<file path="config.mk">
export PLATFORM = sky130hd
export DESIGN_NAME = can_rx_unpack
export DESIGN_NICKNAME = d
export VERILOG_FILES = /design/src/rtl/can_rx_pkg.sv /design/src/rtl/can_rx_hdr_decode.sv /design/src/rtl/can_rx_ring_step.sv /design/src/rtl/can_rx_unpack.sv
export SDC_FILE = /design/constraint.sdc
export NUM_CORES = 1
export LEC_CHECK = 0
export BUFFER_PORTS_ARGS = -buffer_cell sky130_fd_sc_hd__clkbuf_2
export CAP_MARGIN = 25
export CELL_PAD_IN_SITES_DETAIL_PLACEMENT = 1
export CELL_PAD_IN_SITES_GLOBAL_PLACEMENT = 1
export CORE_ASPECT_RATIO = 0.8
export CORE_UTILIZATION = 39
export CTS_CLUSTER_SIZE = 16
export DETAILED_ROUTE_END_ITERATION = 6
export PLACE_DENSITY = 0.75
export SLEW_MARGIN = 20
export SYNTH_ARGS = -nofsm -noshare
export SYNTH_HDL_FRONTEND = slang
export SYNTH_SLANG_ARGS = --single-unit
export TNS_END_PERCENT = 50
</file>
<file path="constraint.sdc">
create_clock -name clk -period 4.5 [get_ports clk]
set_input_delay 1.125 -clock clk [delete_from_list [all_inputs] [get_ports clk]]
set_output_delay 1.125 -clock clk [all_outputs]
set_load 0.005 [all_outputs]
</file>
<file path="src/rtl/can_rx_pkg.sv">
// Shared types and the DLC-to-length mapping for the receive ring unpacker.
// Assumes: option field bit 0 marks an FD frame.
package can_rx_pkg;

    typedef enum logic [2:0] {
        ST_IDLE, ST_HREQ, ST_HWAIT, ST_DREQ, ST_DWAIT, ST_OUT, ST_FIN
    } rx_state_e;

    typedef struct packed {
        logic        ext;
        logic        rtr;
        logic [29:0] id;
        logic [2:0]  opts;
        logic [6:0]  len;
    } rx_hdr_t;

    localparam int FD_OPT_BIT = 0;

    // Byte length for a DLC; classic frames clamp to 8.
    function automatic logic [6:0] dlc_to_len(input logic [3:0] dlc, input logic fd);
        if (dlc <= 4'd8)  return {3'b000, dlc};
        if (!fd)          return 7'd8;
        case (dlc)
            4'd9:    return 7'd12;
            4'd10:   return 7'd16;
            4'd11:   return 7'd20;
            4'd12:   return 7'd24;
            4'd13:   return 7'd32;
            4'd14:   return 7'd48;
            default: return 7'd64;
        endcase
    endfunction

endpackage

</file>
<file path="src/rtl/can_rx_hdr_decode.sv">
// Combinational decode of one 64-bit header word into message fields,
// beat count, slot count and status flags.
// Assumes: word 0 in bits 31:0, word 1 in bits 63:32.
module can_rx_hdr_decode
    import can_rx_pkg::*;
(
    input  logic [63:0] word_i,
    output rx_hdr_t     hdr_o,
    output logic [3:0]  beats_o,
    output logic [2:0]  slots_o,
    output logic [2:0]  flags_o
);
    logic [31:0] w0, w1;
    logic [7:0]  len_r7;
    logic        unused_bits;

    // Split header words and derive fields.
    always_comb begin
        w0           = word_i[31:0];
        w1           = word_i[63:32];
        hdr_o.ext    = w0[31];
        hdr_o.rtr    = w0[30];
        hdr_o.id     = w0[31] ? w0[29:0] : {18'd0, w0[29:18]};
        hdr_o.opts   = w1[27:25];
        hdr_o.len    = dlc_to_len(w1[31:28], w1[25 + FD_OPT_BIT]);
        len_r7       = {1'b0, hdr_o.len} + 8'd7;
        beats_o      = len_r7[6:3];
        slots_o      = 3'd1 + {1'b0, len_r7[5:4]} + {2'b00, len_r7[6]} * 3'd4;
        flags_o      = w1[2:0];
    end

    assign unused_bits = ^{w1[24:3], len_r7[7]};

endmodule

</file>
<file path="src/rtl/can_rx_ring_step.sv">
// Adds an increment to a ring byte offset and wraps once at the ring size.
// Assumes: base < size and increment <= size.
module can_rx_ring_step #(
    parameter int AW = 16
) (
    input  logic [AW-1:0] base_i,
    input  logic [AW-1:0] inc_i,
    input  logic [AW-1:0] size_i,
    output logic [AW-1:0] next_o
);
    logic [AW:0] sum, wrapped;

    // Single conditional subtract keeps the offset inside the ring.
    always_comb begin
        sum     = {1'b0, base_i} + {1'b0, inc_i};
        wrapped = sum - {1'b0, size_i};
        next_o  = (sum >= {1'b0, size_i}) ? wrapped[AW-1:0] : sum[AW-1:0];
    end

endmodule

</file>
<file path="src/rtl/can_rx_unpack.sv">
// Drains a circular ring of 16-byte receive slots into a valid/ready beat
// stream, then writes back the read offset when the controller still runs.
// Assumes: ring size is a multiple of 16 and larger than 80 bytes, inputs
// stay stable during a batch, read data arrives one cycle after request.
module can_rx_unpack
    import can_rx_pkg::*;
#(
    parameter int AW = 16,
    parameter int CW = 8
) (
    input  logic          clk,
    input  logic          rst_n,
    input  logic          start_i,
    input  logic [CW-1:0] max_msgs_i,
    input  logic          started_i,
    input  logic [AW-1:0] rd_ptr_i,
    input  logic [AW-1:0] wr_ptr_i,
    input  logic [AW-1:0] size_i,
    output logic          mem_req_o,
    output logic [AW-1:0] mem_addr_o,
    input  logic [63:0]   mem_rdata_i,
    output logic          msg_valid_o,
    input  logic          msg_ready_i,
    output logic          msg_ext_o,
    output logic          msg_rtr_o,
    output logic [29:0]   msg_id_o,
    output logic [2:0]    msg_opts_o,
    output logic [6:0]    msg_len_o,
    output logic [63:0]   msg_data_o,
    output logic          msg_last_o,
    output logic          stat_overrun_o,
    output logic          stat_busoff_o,
    output logic          stat_errpass_o,
    output logic          done_o,
    output logic          rd_ptr_we_o,
    output logic [AW-1:0] rd_ptr_wdata_o,
    output logic          rx_enable_o,
    output logic          not_started_o
);
    localparam int SLOT_SHIFT = 4;
    localparam logic [AW-1:0] WORD_BYTES = AW'(8);

    rx_state_e     st;
    logic [AW-1:0] cur, size_q, avail_q, used, daddr;
    logic [CW-1:0] cnt, max_q;
    rx_hdr_t       hdr_q, hdr_d;
    logic [3:0]    beats_d, beats_left;
    logic [2:0]    slots_d, slots_q, flags_d, stat_q;
    logic [63:0]   data_q;
    logic          last_q;
    logic [AW-1:0] cur_next, dfirst, dnext, diff, slot_bytes;

    can_rx_hdr_decode u_dec (
        .word_i (mem_rdata_i),
        .hdr_o  (hdr_d),
        .beats_o(beats_d),
        .slots_o(slots_d),
        .flags_o(flags_d)
    );

    assign slot_bytes = AW'(slots_q) << SLOT_SHIFT;

    can_rx_ring_step #(.AW(AW)) u_adv (
        .base_i(cur), .inc_i(slot_bytes), .size_i(size_q), .next_o(cur_next));
    can_rx_ring_step #(.AW(AW)) u_first (
        .base_i(cur), .inc_i(WORD_BYTES), .size_i(size_q), .next_o(dfirst));
    can_rx_ring_step #(.AW(AW)) u_word (
        .base_i(daddr), .inc_i(WORD_BYTES), .size_i(size_q), .next_o(dnext));

    // Bytes between read and write offsets at batch start.
    always_comb begin
        if (wr_ptr_i >= rd_ptr_i) diff = wr_ptr_i - rd_ptr_i;
        else                      diff = wr_ptr_i + size_i - rd_ptr_i;
    end

    // Batch sequencer: header fetch, payload fetch, output hold, finish.
    always_ff @(posedge clk) begin
        if (!rst_n) begin
            st         <= ST_IDLE;
            cur        <= '0;
            size_q     <= '0;
            avail_q    <= '0;
            used       <= '0;
            daddr      <= '0;
            cnt        <= '0;
            max_q      <= '0;
            hdr_q      <= '0;
            beats_left <= '0;
            slots_q    <= '0;
            stat_q     <= '0;
            data_q     <= '0;
            last_q     <= 1'b0;
        end else begin
            case (st)
                ST_IDLE: if (start_i) begin
                    cur     <= rd_ptr_i;
                    size_q  <= size_i;
                    avail_q <= diff >> SLOT_SHIFT;
                    max_q   <= max_msgs_i;
                    used    <= '0;
                    cnt     <= '0;
                    st      <= ST_HREQ;
                end
                ST_HREQ: st <= (cnt < max_q && used < avail_q) ? ST_HWAIT : ST_FIN;
                ST_HWAIT: begin
                    hdr_q   <= hdr_d;
                    stat_q  <= flags_d;
                    slots_q <= slots_d;
                    daddr   <= dfirst;
                    if (beats_d == 4'd0) begin
                        data_q <= '0;
                        last_q <= 1'b1;
                        st     <= ST_OUT;
                    end else begin
                        beats_left <= beats_d;
                        st         <= ST_DREQ;
                    end
                end
                ST_DREQ: st <= ST_DWAIT;
                ST_DWAIT: begin
                    data_q     <= mem_rdata_i;
                    last_q     <= (beats_left == 4'd1);
                    beats_left <= beats_left - 4'd1;
                    daddr      <= dnext;
                    st         <= ST_OUT;
                end
                ST_OUT: if (msg_ready_i) begin
                    if (last_q) begin
                        cur  <= cur_next;
                        used <= used + AW'(slots_q);
                        cnt  <= cnt + CW'(1);
                        st   <= ST_HREQ;
                    end else begin
                        st <= ST_DREQ;
                    end
                end
                default: st <= ST_IDLE;
            endcase
        end
    end

    // Memory request decode.
    always_comb begin
        mem_req_o  = 1'b0;
        mem_addr_o = daddr;
        if (st == ST_HREQ && cnt < max_q && used < avail_q) begin
            mem_req_o  = 1'b1;
            mem_addr_o = cur;
        end else if (st == ST_DREQ) begin
            mem_req_o = 1'b1;
        end
    end

    // Output stream and batch completion.
    always_comb begin
        msg_valid_o    = (st == ST_OUT);
        msg_ext_o      = hdr_q.ext;
        msg_rtr_o      = hdr_q.rtr;
        msg_id_o       = hdr_q.id;
        msg_opts_o     = hdr_q.opts;
        msg_len_o      = hdr_q.len;
        msg_data_o     = data_q;
        msg_last_o     = last_q;
        stat_overrun_o = stat_q[2];
        stat_busoff_o  = stat_q[1];
        stat_errpass_o = stat_q[0];
        done_o         = (st == ST_FIN);
        rd_ptr_we_o    = done_o && started_i;
        rx_enable_o    = done_o && started_i;
        not_started_o  = done_o && !started_i;
        rd_ptr_wdata_o = cur;
    end

endmodule

</file>
==> impl_metrics.tcl <==
set metrics [dict create \
    avgSynthCellArea_um2 7.96 \
    antenna-diode-count 0 \
    synth-main-ff-cell "dfxtp_1" \
    final_cells 2508 \
    ioPinCount 273 \
    grt_max_degree 77 \
    drt_first_pass_iters 7 \
    dieArea_um2 37200 \
    track_usage_pct 27.1 \
    hold_end "msg_len_o[0]" \
    rrSetupSlack_ps 510 \
    worst_path_dominant_cell_family "compound AO/OA/AOI/OAI gates" \
    rows 62 \
    core_area_um2 35800 \
    cts_root_buffer "clkbuf_16" \
    crit-reg2reg-launch "rd_ptr_wdata_o[5]" \
    synth_area_leaders "dfxtp_1 30%, ha_1 9.3%, nand2_1 4.8%, a21oi_1 4.7%, nor2_1 4.5%" \
    max_freq_ghz 0.236 \
    rsz0062_at_grt "false" \
    violations "design-rule violations" \
    path_buf_inv 1 \
    synth.area.mux_share_pct 3.58 \
    cp.required_ps 3380 \
    yosysWarnings 0 \
    yosys.cell_types.count 82 \
    fin_crit_sh_pct 94.1 \
    cts_resized 0 \
    grt_pass1_wl_um 80800 \
    clockBufferDepth 3 \
    routed_via_density 5.71 \
    path_max_fanout 16 \
    setup_viol 0 \
    powerDensity_nw_per_um2 724 \
    syn_inst 1783 \
    post_cts_buffers 0 \
    min_period_ps 4240 \
    setup_tns_ps 0 \
    outcome "finished, violations left" \
    yosys.area.top_type "dfxtp_1" \
    seq_area_frac_synth_pct 29.9 \
    overflow 0 \
    synth_edf_count 0 \
    hold_violations 0 \
    cp_slowest_stage_delay_ps 480 \
    reg2regPathDepth 13 \
    cts.htree.levels 1 \
    synth-seq-cells 212 \
    cts_buffers 23 \
    cts_sinks 212 \
    worstSetupEndpointType "output pin" \
    worst_pin_slew_ps 969 \
    drtIter0Drc 944 \
    cp_common_cell "o21ai_0" \
    path_cells "ha_1 -> a21o_1 -> a21oi_1 -> o21ai_0 -> o21ai_0 -> o211ai_4 -> mux2_2 -> clkbuf_2" \
    start_util_pct 39.6 \
    cts_tree "built" \
    whs_ps 453 \
    postRouteAntennaNets 0 \
    startpoint_type "flop" \
    synthSimpleGateAreaFrac_pct 18.7 \
    finalNetCount 2260 \
    drt_wl_total_um 52100 \
    r2r_end "daddr[9]" \
    synth-adder-area-share_pct 11.9 \
    io_buffers 272 \
    syn_area_um2 14200 \
    yosysTopAreaCellShare_pct 29.9 \
    drv_cap 0 \
    synth_top_family_by_area "compound AO/OA/AOI/OAI gates" \
    whs_path_depth 2 \
    async_reset_ff_share_pct 0 \
    vias 14312 \
    die_y_um 173 \
    dp_cells 2465 \
    area_growth_pct 18.8 \
    worstPathArrival_ps 3110 \
    path_class "reg2out" \
    clk_pin_slew_ps 60 \
    gp_congestion 0.935 \
    drc 2 \
    relSlewSlack_pct 35.3 \
    slowest_stage "o21ai_0" \
    synthTopCellsByCount "212 x dfxtp_1, 182 x nand2_1, 169 x nor2_1" \
    grt_pass1_vias 14181 \
    synth_most_common_cell "dfxtp_1" \
    fin_util_pct 47.0 \
    drive_above_1_share_pct 19.2 \
    hpwl_um 40100 \
    synth-compound-area-share_pct 23.9 \
    finClkSkew_ps 9.44 \
    min_from "msg_len_o[0]" \
    synth_nets 2032 \
    peakVddDrop_mv 0.409 \
    die_x_um 215 \
    clock_latency_ps 540 \
    leakage_nw 7.57 \
    antenna_found_initial 1 \
    hp-class "reg2reg" \
    synth-xor-area-share_pct 5.68 \
    final_max_slew_viol_count 0 \
    routedWlPerCell_um 20.8 \
    holdBufCountCts 0 \
]
[power breakdown]
part,total (W),internal (W),leakage [nW],switching [W]
clock,0.00216,0.00133,0.410,0.000835
combinational,0.00729,0.00288,5.43,0.00441
sequential,0.00276,0.00232,1.72,0.000442
[worst register-to-register path, cell delays in order (launching register included)]
cell and delay [ps]:
dfxtp_1 420, buf_4 190, and4_1 240, nor2b_1 370, nand2_1 130, xnor2_1 270, ha_1 360, a2111oi_0 410
o22ai_1 240, o31ai_2 270, buf_4 250, nand2_1 260, mux2i_1 190, a221oi_1 280
[logic make-up (layout without fill, tap and decap cells)]
logic type               Yosys count  after routing
buffers and inverters            233            478
multiplexers                      49             49
AND/OR/NAND/NOR                  573            573
XOR/XNOR                          92             92
flip-flops                       212            212
AO/OA/AOI/OAI                    500            500
adder cells (fa/ha/maj)          124            124
[how the worst max path moves through the flow]
| stage | from | endpoint | slack (ps) | cells past startpoint |
|---|---|---|---|---|
| final | used[1] | mem_addr_o[10] | 260 | 8 |
| after global routing | used[4] | mem_addr_o[9] | 70 | 8 |
| after CTS | used[1] | mem_addr_o[10] | 250 | 8 |
| after detailed placement | wr_ptr_i[2] | avail_q[10] | 210 | 12 |
| after global placement | rd_ptr_i[2] | avail_q[10] | 350 | 11 |
| after floorplan | wr_ptr_i[2] | avail_q[10] | 900 | 11 |
[sequential cells by signal (all words and copies together), names as in the netlist]
name,flops
msg_rtr_o,1
max_q,8
daddr,16
msg_data_o,64
msg_len_o,7
used,16
size_q,16
cnt,8
msg_opts_o,3
rd_ptr_wdata_o,16
slots_q,3
stat_q,3
beats_left,4
msg_ext_o,1
avail_q,12
msg_last_o,1
msg_id_o,30
st,3
[final cells by class]
type,count,area (um^2)
Multi-Input combinational cell,1338,9070
Clock inverter,12,230
Clock buffer,30,622
Tap cell,480,601
Timing Repair Buffer,297,1570
Sequential cell,212,4240
Fill cell,4436,19000
Inverter,139,524
[placed cells by master, fill, tap and decap left out, types with 14 or more instances in the layout]
master / instances
a21oi_1: 132
and3_1: 25
xnor2_1: 52
mux2i_1: 35
a22oi_1: 75
nor2_1: 169
nand2_1: 181
xor2_1: 40
clkbuf_16: 23
buf_4: 23
dfxtp_1: 212
fa_1: 18
mux2_2: 14
nor3_1: 31
a211oi_1: 35
o21ai_0: 68
nand3_1: 74
clkbuf_2: 272
a21o_1: 31
a31oi_1: 24
o21a_1: 17
inv_1: 137
ha_1: 106
[per-layer routing]
metal	wire length (um)	up-vias	global-route usage, %
met4	1300	2	7.18
met1	24200	6971	36.9
met5	13	-	0
li1	-	6825	-
met3	2750	79	3.82
met2	23800	435	44.7
[per-stage QoR]
step	total power [W]	setup WS, ps	area, um^2
finish	0.0122	264	16900
global route	0.0130	65.0	16900
CTS	0.0122	249	16800
detailed placement	0.00991	214	16000
global placement	0.00969	352	16000
floorplan	0.00773	898	14200
Note: power is estimated with default switching activity, not from simulation.
